[config.mk]
export PLATFORM = sky130hd
export DESIGN_NAME = pixel_packer
export DESIGN_NICKNAME = d
export VERILOG_FILES = /design/src/rtl/pixel_packer_pkg.sv /design/src/rtl/pp_cfg_latch.sv /design/src/rtl/pp_pixel_map.sv /design/src/rtl/pp_word_pack.sv /design/src/rtl/pixel_packer.sv
export SDC_FILE = /design/constraint.sdc
export NUM_CORES = 1
export LEC_CHECK = 0
export ABC_AREA = 1
export BUFFER_PORTS_ARGS = -buffer_cell sky130_fd_sc_hd__buf_2
export CORE_MARGIN = 4
export CORE_UTILIZATION = 29
export CTS_BUF_LIST = sky130_fd_sc_hd__clkbuf_4
export CTS_CLUSTER_SIZE = 24
export DETAILED_ROUTE_END_ITERATION = 12
export GPL_ROUTABILITY_DRIVEN = 0
export MAX_ROUTING_LAYER = met4
export PLACE_DENSITY = 0.57
export SLEW_MARGIN = 10
export SYNTH_ARGS = -nofsm -noshare
export SYNTH_HDL_FRONTEND = slang
export SYNTH_SLANG_ARGS = --single-unit
[constraint.sdc]
create_clock -name clk -period 3.3 [get_ports clk]
set_clock_uncertainty 0.2 [all_clocks]
set_input_delay 0.495 -clock clk [delete_from_list [all_inputs] [get_ports clk]]
set_output_delay 0.495 -clock clk [all_outputs]
set_load 0.02 [all_outputs]
[src/rtl/pixel_packer_pkg.sv]
package pixel_packer_pkg;

    localparam int unsigned COMP_W     = 8;
    localparam int unsigned WORD_BYTES = 4;
    localparam int unsigned WORD_W     = WORD_BYTES * COMP_W;
    localparam int unsigned ACC_BYTES  = WORD_BYTES - 1;
    localparam int unsigned ACC_W      = ACC_BYTES * COMP_W;
    localparam int unsigned CMB_BYTES  = ACC_BYTES + WORD_BYTES;
    localparam int unsigned CNT_W      = $clog2(WORD_BYTES);
    localparam int unsigned NB_W       = $clog2(WORD_BYTES + 1);

    typedef logic [3:0] fmt_t;

    localparam fmt_t FMT_PACK24 = 4'd0;
    localparam fmt_t FMT_P565   = 4'd1;
    localparam fmt_t FMT_APRE   = 4'd2;
    localparam fmt_t FMT_APOST  = 4'd3;
    localparam fmt_t FMT_LUMA8  = 4'd4;
    localparam fmt_t FMT_AYUV   = 4'd5;
    localparam fmt_t FMT_Y_FST  = 4'd6;
    localparam fmt_t FMT_C_FST  = 4'd10;

    localparam logic [COMP_W-1:0] ALPHA_OPAQUE = '1;

    function automatic logic fmt_ok(fmt_t f);
        return (f <= FMT_Y_FST) || (f == FMT_C_FST);
    endfunction

    function automatic logic fmt_is_pair(fmt_t f);
        return (f == FMT_Y_FST) || (f == FMT_C_FST);
    endfunction

endpackage

[src/rtl/pp_cfg_latch.sv]
module pp_cfg_latch
    import pixel_packer_pkg::*;
(
    input  logic clk,
    input  logic rst_n,
    input  logic sof_now,
    input  logic take,
    input  fmt_t cfg_fmt,
    input  logic cfg_swap,
    output fmt_t eff_fmt,
    output logic eff_swap,
    output logic eff_bad,
    output logic err_flag
);

    typedef struct packed {
        fmt_t fmt;
        logic swap;
        logic bad;
    } cfg_t;

    cfg_t cfg_d, cfg_q;

    always_comb begin
        cfg_d = cfg_q;
        if (take) begin
            cfg_d.fmt  = cfg_fmt;
            cfg_d.swap = cfg_swap;
            cfg_d.bad  = !fmt_ok(cfg_fmt);
        end
        if (sof_now) begin
            eff_fmt  = cfg_fmt;
            eff_swap = cfg_swap;
            eff_bad  = !fmt_ok(cfg_fmt);
        end else begin
            eff_fmt  = cfg_q.fmt;
            eff_swap = cfg_q.swap;
            eff_bad  = cfg_q.bad;
        end
        err_flag = cfg_q.bad;
    end

    always_ff @(posedge clk or negedge rst_n) begin
        if (!rst_n) cfg_q <= '0;
        else        cfg_q <= cfg_d;
    end

endmodule

[src/rtl/pp_pixel_map.sv]
module pp_pixel_map
    import pixel_packer_pkg::*;
(
    input  logic              clk,
    input  logic              rst_n,
    input  logic              push,
    input  logic              sof,
    input  logic              eol,
    input  fmt_t              fmt,
    input  logic              swap,
    input  logic              bad,
    input  logic [COMP_W-1:0] lum,
    input  logic [COMP_W-1:0] ca,
    input  logic [COMP_W-1:0] cb,
    output logic [WORD_W-1:0] bytes_out,
    output logic [NB_W-1:0]   nbytes
);

    typedef struct packed {
        logic              held;
        logic [COMP_W-1:0] y0;
        logic [COMP_W-1:0] u0;
    } pair_t;

    pair_t pr_d, pr_q;

    logic [COMP_W-1:0] c1, c2;
    logic [COMP_W-1:0] py0, pu0, py1, pv1;
    logic              have_even;
    logic              pair_out;

    always_comb begin
        c1        = swap ? cb : ca;
        c2        = swap ? ca : cb;
        have_even = pr_q.held && !sof;
        pr_d      = pr_q;
        bytes_out = '0;
        nbytes    = '0;
        pair_out  = 1'b0;
        py0       = have_even ? pr_q.y0 : lum;
        pu0       = have_even ? pr_q.u0 : c1;
        py1       = lum;
        pv1       = c2;

        if (!bad) begin
            case (fmt)
                FMT_PACK24: begin
                    bytes_out = {{COMP_W{1'b0}}, c2, lum, c1};
                    nbytes    = NB_W'(3);
                end
                FMT_P565: begin
                    bytes_out = {{(2*COMP_W){1'b0}}, c2[7:3], lum[7:2], c1[7:3]};
                    nbytes    = NB_W'(2);
                end
                FMT_APRE: begin
                    bytes_out = {ALPHA_OPAQUE, c2, lum, c1};
                    nbytes    = NB_W'(4);
                end
                FMT_APOST: begin
                    bytes_out = {c2, lum, c1, ALPHA_OPAQUE};
                    nbytes    = NB_W'(4);
                end
                FMT_LUMA8: begin
                    bytes_out = {{(3*COMP_W){1'b0}}, lum};
                    nbytes    = NB_W'(1);
                end
                FMT_AYUV: begin
                    bytes_out = {ALPHA_OPAQUE, lum, c1, c2};
                    nbytes    = NB_W'(4);
                end
                FMT_Y_FST, FMT_C_FST: begin
                    pair_out = have_even || eol;
                    if (pair_out) begin
                        nbytes = NB_W'(4);
                        if (fmt == FMT_Y_FST) bytes_out = {pv1, py1, pu0, py0};
                        else                  bytes_out = {py1, pv1, py0, pu0};
                    end
                end
                default: begin
                    nbytes = '0;
                end
            endcase
        end

        if (push) begin
            pr_d.held = fmt_is_pair(fmt) && !bad && !have_even && !eol;
            pr_d.y0   = lum;
            pr_d.u0   = c1;
        end
    end

    always_ff @(posedge clk or negedge rst_n) begin
        if (!rst_n) pr_q <= '0;
        else        pr_q <= pr_d;
    end

endmodule

[src/rtl/pp_word_pack.sv]
module pp_word_pack
    import pixel_packer_pkg::*;
(
    input  logic              clk,
    input  logic              rst_n,
    input  logic              push,
    input  logic              eol,
    input  logic [WORD_W-1:0] bytes_in,
    input  logic [NB_W-1:0]   nbytes,
    output logic              can_accept,
    output logic [WORD_W-1:0] word,
    output logic              word_vld,
    input  logic              word_rdy,
    output logic              word_eol
);

    typedef struct packed {
        logic [ACC_W-1:0]  acc;
        logic [CNT_W-1:0]  cnt;
        logic              flush;
        logic [WORD_W-1:0] word;
        logic              vld;
        logic              eol;
    } pk_t;

    pk_t pk_d, pk_q;

    logic [COMP_W-1:0]           src [WORD_BYTES];
    logic [COMP_W-1:0]           cmb [CMB_BYTES];
    logic [CMB_BYTES*COMP_W-1:0] accx;
    logic [NB_W-1:0]             total;
    logic [NB_W-1:0]             k;
    logic [WORD_W-1:0]           w4;
    logic [ACC_W-1:0]            left;
    logic [ACC_W-1:0]            low3;
    logic                        slot_free;

    always_comb begin
        pk_d      = pk_q;
        slot_free = !pk_q.vld || word_rdy;
        accx      = {{(WORD_BYTES*COMP_W){1'b0}}, pk_q.acc};
        total     = NB_W'(pk_q.cnt) + nbytes;

        for (int i = 0; i < WORD_BYTES; i++) begin
            src[i] = bytes_in[i*COMP_W +: COMP_W];
        end

        for (int i = 0; i < CMB_BYTES; i++) begin
            k = NB_W'(i) - NB_W'(pk_q.cnt);
            if (i < int'(pk_q.cnt))   cmb[i] = accx[i*COMP_W +: COMP_W];
            else if (k < nbytes)      cmb[i] = src[k[CNT_W-1:0]];
            else                      cmb[i] = '0;
        end

        for (int i = 0; i < WORD_BYTES; i++) begin
            w4[i*COMP_W +: COMP_W] = cmb[i];
        end
        for (int i = 0; i < ACC_BYTES; i++) begin
            left[i*COMP_W +: COMP_W] = cmb[i + WORD_BYTES];
            low3[i*COMP_W +: COMP_W] = cmb[i];
        end

        if (pk_q.vld && word_rdy) pk_d.vld = 1'b0;

        if (pk_q.flush) begin
            if (slot_free) begin
                pk_d.word  = {{COMP_W{1'b0}}, pk_q.acc};
                pk_d.vld   = 1'b1;
                pk_d.eol   = 1'b1;
                pk_d.acc   = '0;
                pk_d.cnt   = '0;
                pk_d.flush = 1'b0;
            end
        end else if (push) begin
            if (total >= NB_W'(WORD_BYTES)) begin
                pk_d.word = w4;
                pk_d.vld  = 1'b1;
                pk_d.acc  = left;
                pk_d.cnt  = CNT_W'(total - NB_W'(WORD_BYTES));
                if (eol && (total != NB_W'(WORD_BYTES))) begin
                    pk_d.flush = 1'b1;
                    pk_d.eol   = 1'b0;
                end else begin
                    pk_d.eol   = eol;
                end
            end else if (eol) begin
                if (total != '0) begin
                    pk_d.word = w4;
                    pk_d.vld  = 1'b1;
                    pk_d.eol  = 1'b1;
                end
                pk_d.acc = '0;
                pk_d.cnt = '0;
            end else begin
                pk_d.acc = low3;
                pk_d.cnt = total[CNT_W-1:0];
            end
        end

        can_accept = !pk_q.flush && slot_free;
        word       = pk_q.word;
        word_vld   = pk_q.vld;
        word_eol   = pk_q.eol;
    end

    always_ff @(posedge clk or negedge rst_n) begin
        if (!rst_n) pk_q <= '0;
        else        pk_q <= pk_d;
    end

endmodule

[src/rtl/pixel_packer.sv]
module pixel_packer
    import pixel_packer_pkg::*;
(
    input  logic              clk,
    input  logic              rst_n,
    input  logic [3:0]        cfg_fmt,
    input  logic              cfg_swap,
    input  logic              in_valid,
    output logic              in_ready,
    input  logic              in_sof,
    input  logic              in_eol,
    input  logic [COMP_W-1:0] in_lum,
    input  logic [COMP_W-1:0] in_ca,
    input  logic [COMP_W-1:0] in_cb,
    output logic              out_valid,
    input  logic              out_ready,
    output logic [WORD_W-1:0] out_data,
    output logic              out_eol,
    output logic              fmt_err
);

    fmt_t              eff_fmt;
    logic              eff_swap;
    logic              eff_bad;
    logic              can_accept;
    logic              accept;
    logic [WORD_W-1:0] px_bytes;
    logic [NB_W-1:0]   px_n;

    assign in_ready = can_accept;
    assign accept   = in_valid && can_accept;

    pp_cfg_latch u_cfg (
        .clk      (clk),
        .rst_n    (rst_n),
        .sof_now  (in_valid && in_sof),
        .take     (accept && in_sof),
        .cfg_fmt  (cfg_fmt),
        .cfg_swap (cfg_swap),
        .eff_fmt  (eff_fmt),
        .eff_swap (eff_swap),
        .eff_bad  (eff_bad),
        .err_flag (fmt_err)
    );

    pp_pixel_map u_map (
        .clk       (clk),
        .rst_n     (rst_n),
        .push      (accept),
        .sof       (in_sof),
        .eol       (in_eol),
        .fmt       (eff_fmt),
        .swap      (eff_swap),
        .bad       (eff_bad),
        .lum       (in_lum),
        .ca        (in_ca),
        .cb        (in_cb),
        .bytes_out (px_bytes),
        .nbytes    (px_n)
    );

    pp_word_pack u_pack (
        .clk        (clk),
        .rst_n      (rst_n),
        .push       (accept),
        .eol        (in_eol),
        .bytes_in   (px_bytes),
        .nbytes     (px_n),
        .can_accept (can_accept),
        .word       (out_data),
        .word_vld   (out_valid),
        .word_rdy   (out_ready),
        .word_eol   (out_eol)
    );

endmodule

After elaboration in Yosys (flattened, before gate mapping)
Cells that the tools add are included.
{"block": "classes", "reduce_logical": 30, "n_addsub": 9, "order_cmp": 19, "n_mux": 57, "eq_ne": 10, "n_bitwise": 7}
{"cell": "$mux 8", "n": 28}
{"cell": "$pmux 32 s7", "n": 1}
{"cell": "$mux 61", "n": 3}
{"cell": "$bmux 8 s2", "n": 7}
{"cell": "$mux 34", "n": 3}
{"cell": "$mux 32", "n": 3}
{"cell": "$mux 26", "n": 2}
{"cell": "$ge 3x3->1 const B", "n": 8}
{"cell": "$lt 3x3->1", "n": 7}
{"cell": "$not 2->3", "n": 7}
{"cell": "$pmux 3 s5", "n": 1}
{"cell": "$eq 4x3->1 const B", "n": 3}
{"cell": "$logic_and 1x1->1", "n": 10}
{"cell": "$reduce_bool 3->1", "n": 3}
{"cell": "$sub 3x2->3 const A", "n": 3}
{"cell": "$eq 4x2->1 const B", "n": 2}
{"cell": "$eq 4x4->1 const B", "n": 2}
{"cell": "$logic_not 1->1", "n": 7}
{"cell": "$mux 1", "n": 6}
{"cell": "$mux 3", "n": 2}
{"cell": "$sub 1x2->3 const A", "n": 2}
{"cell": "$sub 2x2->3 const A", "n": 2}
{"cell": "$eq 4x1->1 const B", "n": 1}
{"cell": "$le 4x3->1 const B", "n": 1}
{"cell": "14 further kinds", "n": 18}
{"block": "word_totals", "output_inout_bits": 36, "inputBits": 35, "register_bits": 84, "word_cells": 144}

Logic depth before layout (Yosys ltp)
Gate-level depths: netlist of run 1.
{"block": "depth", "depth_word": 18, "depth_mapped": 20, "mapped_depth_nobuf": 18}

By module
From an unflattened synthesis of run 1, not the netlist that was laid out.
{"block": "unflattened", "hier_cells": 1357, "area_unflattened_um2": 7813.7}
{"mod": "pp_word_pack", "seq_area_each_um2": 1526.5, "cells_each": 772, "n_inst": 1, "area_per_inst_um2": 4768.3}
{"mod": "pp_pixel_map", "seq_area_each_um2": 425.4, "cells_each": 529, "n_inst": 1, "area_per_inst_um2": 2685.1}
{"mod": "pp_cfg_latch", "seq_area_each_um2": 150.1, "cells_each": 50, "n_inst": 1, "area_per_inst_um2": 335.3}
{"mod": "pixel_packer", "seq_area_each_um2": 0.0, "cells_each": 6, "n_inst": 1, "area_per_inst_um2": 25.0}

Least setup slack after synthesis of run 1
Ideal clock, no wire load.
{"block": "synth_timing", "path_kind": "input-to-reg", "startpoint": "input in_sof", "endpoint": "register u_pack.pk_q (netlist bit u_pack.word[10])", "path_slack_ns": -0.444, "n_path_buf": 4, "required_time_ns": 2.975, "setup_time_ns": 0.125, "cell_stages": 17, "arrival_ns": 3.419, "path_cell_list": "nand2_2 buf_6 o21ai_1 buf_4 clkbuf_1 inv_1 nor4_1 ha_1 inv_1 fa_1 xor2_4 inv_2 nand2_4 nand2_8 buf_4 nand3_1 nand3_1"}
{"block": "synth_via", "elab_chain_cells": 18, "word_cells_on_any_way": 45, "cone_classes": "add/sub: 1; order compare: 2; eq/ne: 7; mux: 24; reduce/logical: 11"}
{"item": "start, declared", "line": "pixel_packer.sv:10", "text": "input logic in_sof,"}
{"item": "$logic_and 1x1->1", "line": "pixel_packer.sv:36", "text": ".sof_now (in_valid && in_sof),"}
{"item": "$mux 1", "line": "pp_cfg_latch.sv:31", "text": "if (sof_now) begin"}
{"item": "$mux 8", "line": "pp_pixel_map.sv:33", "text": "c1 = swap ? cb : ca;"}
{"item": "$mux 8", "line": "pp_pixel_map.sv:41", "text": "pu0 = have_even ? pr_q.u0 : c1;"}
{"item": "$mux 32", "line": "pp_pixel_map.sv:75", "text": "if (fmt == FMT_Y_FST) bytes_out = {pv1, py1, pu0, py0};"}
{"item": "$mux 32", "line": "pp_pixel_map.sv:73", "text": "if (pair_out) begin"}
{"item": "$pmux 32 s7", "line": "pp_pixel_map.sv:46", "text": "case (fmt)"}
{"item": "$mux 32", "line": "pp_pixel_map.sv:45", "text": "if (!bad) begin"}
{"item": "$bmux 8 s2", "line": "pp_word_pack.sv:51", "text": "else if (k < nbytes) cmb[i] = src[k[CNT_W-1:0]];"}
{"item": "$mux 8 (implied by the code) (2 in a row)", "line": "pp_word_pack.sv:51"}
{"item": "$mux 8", "line": "pp_word_pack.sv:51"}
{"item": "$mux 8", "line": "pp_word_pack.sv:50", "text": "if (i < int'(pk_q.cnt)) cmb[i] = accx[i*COMP_W +: COMP_W];"}
{"item": "$mux 34", "line": "pp_word_pack.sv:87", "text": "if (total != '0) begin"}
{"item": "$mux 34", "line": "pp_word_pack.sv:86", "text": "end else if (eol) begin"}
{"item": "$mux 34", "line": "pp_word_pack.sv:75", "text": "if (total >= NB_W'(WORD_BYTES)) begin"}
{"item": "$mux 61", "line": "pp_word_pack.sv:74", "text": "end else if (push) begin"}
{"item": "$mux 61", "line": "pp_word_pack.sv:65", "text": "if (pk_q.flush) begin"}
{"item": "end signal, assigned", "line": "pp_word_pack.sv:108", "text": "else pk_q <= pk_d;"}
{"item": "end, declared", "line": "pp_word_pack.sv:26", "text": "pk_t pk_d, pk_q;"}
Several ways; a longest one is shown, not always the timed one. The select of a mux whose other input is x is not followed.
A chain may end at the register's enable or synchronous reset.

Final worst setup path of run 1
{"block": "layout_timing", "startpoint": "register u_pack.pk_q[35] (netlist bit)", "endpoint": "register u_pack.pk_q (netlist bit u_pack.accx[20])"}
{"block": "layout_via", "elab_chain_cells": 11, "word_cells_on_any_way": 22, "cone_classes": "add/sub: 3; order compare: 4; mux: 13; bitwise: 2"}
{"item": "$sub 2x2->3", "line": "pp_word_pack.sv:49", "text": "k = NB_W'(i) - NB_W'(pk_q.cnt);"}
{"item": "$not 2->3 (implied by the code)", "line": "pp_word_pack.sv:51"}
{"item": "$bmux 8 s2", "line": "pp_word_pack.sv:51"}
{"item": "$mux 8 (implied by the code) (2 in a row)", "line": "pp_word_pack.sv:51"}
{"item": "$mux 8", "line": "pp_word_pack.sv:51"}
{"item": "$mux 8", "line": "pp_word_pack.sv:50"}
{"item": "$mux 26", "line": "pp_word_pack.sv:86"}
{"item": "$mux 26 *", "line": "pp_word_pack.sv:75"}
{"item": "$mux 61 *", "line": "pp_word_pack.sv:74"}
{"item": "$mux 61 *", "line": "pp_word_pack.sv:65"}
Mark *: on every way between the ends. The rest lies on a longest branch, timed or not. The select of a mux whose other input is x is not followed.

==> results of run 1 <==
## synth_stat cells (7+ instances only)
cell and count:
inv_1 61, buf_4 40, nand3_1 284, dfrtp_1 84, a21oi_1 18, clkbuf_1 30, buf_6 9, ha_1 15
o21ai_0 38, buf_2 11, o21ai_1 16, nor2_1 54, nand2_1 489, o211ai_1 10, nand2_2 13, o21bai_1 7
## routing by layer
metal,vias up,track usage [%],wire length [um]
met1,3737,23.6,11600
li1,4067,-,-
met4,0,7.81,928
met2,211,27.5,11200
met5,-,-,0
met3,52,2.09,1050
## worst max path at each step
stage | endpoint | depth (start not counted) | start
2_1_floorplan | u_pack.accx[16] | 17 | u_pack.pk_q[35]
3_3_place_gp | u_pack.word[22] | 16 | in_sof
3_5_place_dp | u_pack.word[16] | 16 | in_sof
4_1_cts | u_pack.word[22] | 15 | u_cfg.err_flag
5_1_grt | u_pack.accx[20] | 13 | u_pack.pk_q[35]
6_report | u_pack.accx[20] | 13 | u_pack.pk_q[35]
## kinds of logic (layout without fill, tap and decap cells)
| group | count (synthesis) | count (layout) | share of synthesized area (%) |
|---|---|---|---|
| DFF | 84 | 84 | 27.5 |
| AOI/OAI and AO/OA | 101 | 101 | 7.58 |
| xor gates and xnor gates | 1 | 1 | 0.360 |
| other | 0 | 1 | 0 |
| adders and majority gates | 16 | 16 | 2.72 |
| buffers and inverters | 167 | 203 | 11.3 |
| and+or+nand+nor | 867 | 867 | 50.6 |
## area by class of cell
cell class	instances	area, um^2	share of cell area (%)
antenna	1	2.50	0.0296
clock buffer	10	75.1	0.887
clock inverter	6	93.8	1.11
inverter	71	270	3.19
multi-input combinational	985	4720	55.7
sequential	84	2100	24.8
tap	335	419	4.95
timing repair buffer	116	788	9.31
## sequential cells by signal (all words and copies together), names as in the netlist
register / flops
u_pack.word: 32
u_pack.pk_q: 3
u_cfg.cfg_q: 5
u_pack.word_eol: 1
u_map.pr_q: 17
u_cfg.err_flag: 1
u_pack.word_vld: 1
u_pack.accx: 24
## tightest hold or removal path: cells and delay by family
family	cells	cell delay [ns]
AO/OA/AOI/OAI	1	0.06
AND/OR/NAND/NOR	1	0.05
buffers and inverters	1	0.11
## repair_timing
action,4_1_cts,5_1_grt
hold buffers,1,0
setup buffers,0,0
hold endpoints to repair,38,0
## where the power goes
group,total [W],switching (W),internal (W)
combinational,0.00456,0.00313,0.00143
sequential,0.00159,0.000218,0.00137
clock,0.000776,0.000452,0.000324
## stage by stage
| stage | hold WS, ns | util [%] | worst slack, ns | cell area (um^2) |
|---|---|---|---|---|
| final | 0.0440 | 32.6 | 0.396 | 8470 |
| after global routing | 0.0505 | 32.6 | 0.119 | 8470 |
| after CTS | 0.00804 | 32.6 | 0.365 | 8460 |
| after detailed placement | 0.265 | 31.9 | -0.0159 | 8290 |
| after global placement | 0.265 | 31.9 | 0.0506 | 8290 |
| after floorplan | -0.000591 | - | 0.0213 | 7680 |
==> metrics.txt, run 1 <==
outcome=finished clean; PostCTS Resize Cnt=0; clk root buf=clkbuf_4; post-DP HPWL=18,500 um; Tot Pwr=0.00692 W; Die H=170 um; Fin. Hold Viols=0; largest fanout on the critical path=17; Placed Cells=1,590; reg2reg start=u_pack.pk_q[35]; Hold Crit Start=cfg_fmt[0]; CP max stage cell=dfrtp_1; final slew viol count=0; vias post-DR=8,067; I/O Pins=71; number of flops mapped to enable cells by yosys=0; number of buffers and inverters on the critical path=3; Num CTS Buffers=9; Total GRT Usage=17.8%; wire length per cell=15.4 um; final setup TNS=0 ns; Static Leakage=4.51 nW; critical-path cell list=inv_2 > ha_1 > clkinv_2 > ha_1 > inv_1 > o21bai_1 > a211oi_2 > nand3_1 > nand2_1 > nand2_1 > nand2_1 > nand2_1 > nand2_1; Max clock buf depth=2; cell count after synthesis=1,236; Clk pin slew, worst setup/hold paths=0.17 ns; R2R cell count=13; total gr overflow=0; max_cap viols=0; CP most frequent cell=nand2_1; Yosys warning count=0; Yosys cell types=39; Routed WL=24,700 um; TritonCTS Sinks=84; core area=26,000 um^2; NumNets Final=1,318; first-pass GRT wire length=40,600 um; Hold Path End=u_cfg.cfg_q[2]; most frequent cells in the layout=nand2_1, nand3_1, dfrtp_1, buf_2, inv_1; via-per-instance ratio=5.02; 1st-pass router iterations=5; ANT nets after route=0; drt initial violations=640; top post-synthesis cells by area=dfrtp_1, nand2_1, nand3_1; period utilisation layout=88.0%; Finished Layout Cells=1,608; area grow syn2layout=10.8%; vias in the first global route=7,732; Crit path max-delay family=adder cells; cell taking the most area after synthesis=dfrtp_1; initial antenna violation count=1; Mapped Nets=1,287; Req. time, crit path=3.55 ns; Yosys top cell area share=27.5%; Setup crit end kind=register; power density over the cells=818 nW/um^2; # fillers=2,948; Seq/Total Area, Yosys=27.5%; HP Class=in2reg; Final setup viols=0; Netlist Area Pre-Place=7640 um^2; VDD IR max=0.344 mV; IO Port Bufs=70; layout cells sized above 1=14.5%; clock insertion delay at the later pin of the skew report=0.51 ns; #FFs+latches synth=84; Final min period=2.90 ns; synthesized area per cell=6.19 um^2; worst slew margin relative to its limit=55.8%; RSZ-0062 raised after global routing=no; async set-reset flop share out of synthesis=100%; Crit Path Class=reg2reg; die width=170 um; R2R Path End=u_pack.accx[20]; commonest register cell after synthesis=dfrtp_1; crit start category=register; commonest non-fill, non-tap cell in the layout=nand2_1; Die ar.=29,000 um^2; Hold Crit Depth=3; slowest stage delay, CP=0.54 ns; TritonCTS clock tree=built; H-Tree Depth=3; Max Clk Rate=344 MHz; drt drc=0; Worst Tran Pin Value=0.660 ns; largest net degree at the start of global routing=65; Rows=59; initial core utilization=29.4%; critical path data arrival time=3.16 ns; r2r setup slk=0.40 ns
Note: power is estimated with default switching activity, not from simulation.
==> inputs of run 2 (changes only) <==
- PLACE_DENSITY: 0.57 -> unset
- PLACE_DENSITY_LB_ADDON: unset -> 0.2
- clock period: 3.3 -> 3.1 ns (I/O delays scaled with it)
==> metrics.txt, run 2 (synthesized netlist as in run 1, its figures left out) <==
I/O Pins=71 (unchanged); post-DP HPWL=19,200 um (+4.0%); met2 Use GR=29.6% (+2.1 points); Multi-input gate area=4740 um^2 (+0.53%); layout cells sized above 1=17.4% (+2.9 points); Routed WL=25,400 um (+2.8%); met3 Use GR=1.81% (-0.28 points); DP Area=8590 um^2 (+3.7%); clock insertion delay at the later pin of the skew report=0.50 ns (about the same); via-per-instance ratio=4.91 (-2.2%); drt drc=0 (unchanged); 1st-pass router iterations=5 (unchanged); Tot Pwr=0.00756 W (+9.2%); drt initial violations=646 (+0.94%); Largest register FFs=32 (unchanged); core area=26,000 um^2 (unchanged); total setup buffers inserted after CTS=0 (unchanged); Comb power frac=67.6% (+1.7 points); Hold Path End=u_pack.pk_q[34]; vias in the first global route=7,629 (-1.3%); max_cap viols=0 (unchanged); NumNets Final=1,356 (+2.9%); Hold Crit Depth=4 (+1); Clock power frac=10.2% (-1.0 points); ANT nets after route=0 (unchanged); Max Clk Rate=348 MHz (+0.95%); switching pwr=0.00416 W (+9.2%); Sw Share=55.0% (about the same); r2r setup slk=0.22 ns (-0.17 ns); R2R cell count=15 (+2); TritonCTS Sinks=84 (unchanged); first-pass GRT wire length=41,600 um (+2.5%); initial antenna violation count=1 (unchanged); Final min period=2.88 ns (-0.0272 ns); global-route met1 utilization=24.5% (+0.91 points); Num CTS Buffers=9 (unchanged); Static Leakage=4.69 nW (+3.9%); Sequential Power Share=22.3% (-0.6 points); largest fanout on the critical path=37 (+20); Seq. cell area=2100 um^2 (unchanged); VDD IR max=0.327 mV (-4.9%); final slew viol count=0 (unchanged); total gr overflow=0 (unchanged); largest net degree at the start of global routing=65 (unchanged); most frequent cells in the layout=nand2_1, nand3_1, dfrtp_1, buf_4, buf_2; TritonCTS clock tree=built; RSZ-0062 raised after global routing=no; Most Crowded Layer GR=met2; Clk pin slew, worst setup/hold paths=0.18 ns (about the same); Die ar.=29,000 um^2 (unchanged); outcome=finished clean; Die H=170 um (unchanged); reg2reg start=u_cfg.err_flag; internal power=0.00341 W (+9.1%); critical path data arrival time=3.11 ns (-0.05 ns); R2R Path End=u_pack.word[14]; commonest non-fill, non-tap cell in the layout=nand2_1; Worst Tran Pin Value=0.658 ns (-0.00237 ns); Final Instance Area=8770 um^2 (+3.5%); Req. time, crit path=3.33 ns (-0.22 ns); Total GRT Usage=18.4% (+0.56 points); area grow syn2layout=14.7%; period utilisation layout=92.8% (+4.8 points); worst slew margin relative to its limit=56.0% (+0.16 points); Max clock buf depth=2 (unchanged); Crit Path Class=reg2reg; wire length per cell=15.4 um (+0.43%); die width=170 um (unchanged); clk root buf=clkbuf_4; Final setup viols=0 (unchanged); Fin. Hold Viols=0 (unchanged); Hold Crit Start=out_ready; # fillers=2,921 (-0.92%); HP Class=in2reg; crit start category=register; vias post-DR=8,076 (+0.11%); power density over the cells=863 nW/um^2 (+5.5%); H-Tree Depth=3 (unchanged); IO Port Bufs=70 (unchanged); Rows=59 (unchanged); Setup crit end kind=register; initial core utilization=29.4% (unchanged)
run 2: changes by cell type in the layout (fill, tap and decap cells not counted), sizes merged:
cell         before  now
buf             115  152
clkinv            3    5
bufinv            2    1
clkbuf           10    9
clkinvlp          1    0
dlygate4sd3       1    2
inv              71   72
run 2: worst max-delay path by stage:
stage                                 end  slack (ns)            from
after floorplan           u_pack.word[10]       -0.05      cfg_fmt[2]
after global placement    u_pack.word[14]        -0.1      cfg_fmt[3]
after detailed placement  u_pack.word[14]       -0.14      cfg_fmt[2]
after CTS                 u_pack.word[14]        0.18  u_cfg.err_flag
after global routing      u_pack.word[14]        0.01  u_cfg.err_flag
final                     u_pack.word[14]        0.22  u_cfg.err_flag
run 2: area by class of cell:
cell class	count	share of cell area, %
Multi-Input combinational cell	985	54.1
Clock inverter	7	0.928
Tap cell	335	4.78
Timing Repair Buffer	154	12.3
Sequential cell	84	24.0
Inverter	71	3.15
Antenna cell	1	0.0285
Clock buffer	9	0.771
run 2: critical path: stages, from the launching register on:
cell and delay, ns:
dfrtp_1 0.43, inv_1 0.07, nand2_1 0.08, o21ai_4 0.09, inv_4 0.05, nor4_4 0.24, ha_2 0.21, inv_1 0.05
fa_2 0.37, xor2_4 0.24, inv_2 0.08, nand2_4 0.09, nand2_8 0.16, inv_6 0.25, nand2_1 0.08, nand3_1 0.08
run 2: repair_timing:
action                     4_1_cts  5_1_grt
hold buffers                     2        0
resized for setup                0        1
setup endpoints to repair        0        1
hold endpoints to repair        36        0
run 2: power groups by stage:
stage,registers [W],clock network (W),logic [W]
2_1_floorplan,0.00167,0,0.00367
3_3_place_gp,0.00171,0,0.00508
3_5_place_dp,0.00171,0,0.00510
4_1_cts,0.00169,0.000803,0.00512
5_1_grt,0.00173,0.000837,0.00572
6_report,0.00168,0.000771,0.00511
run 2: metrics by stage:
stage          instances  utilization (%)  hold slack [ns]  setup TNS (ns)  setup slack [ns]
3_5_place_dp        1627             33.1            0.277           -5.24            -0.140
2_1_floorplan       1236                -          -0.0306           -1.38           -0.0501
4_1_cts             1645             33.7           0.0267               0             0.183
6_report            1646             33.7           0.0567               0             0.224
3_3_place_gp        1627             33.1            0.267           -2.62           -0.0967
5_1_grt             1646             33.7           0.0616               0            0.0109
run 2: routing by layer:
metal  up-vias  wire length (um)
li1       4131                 -
met1      3736             12000
met2       173             11900
met3        36               890
met4         0               626
met5         -                 0
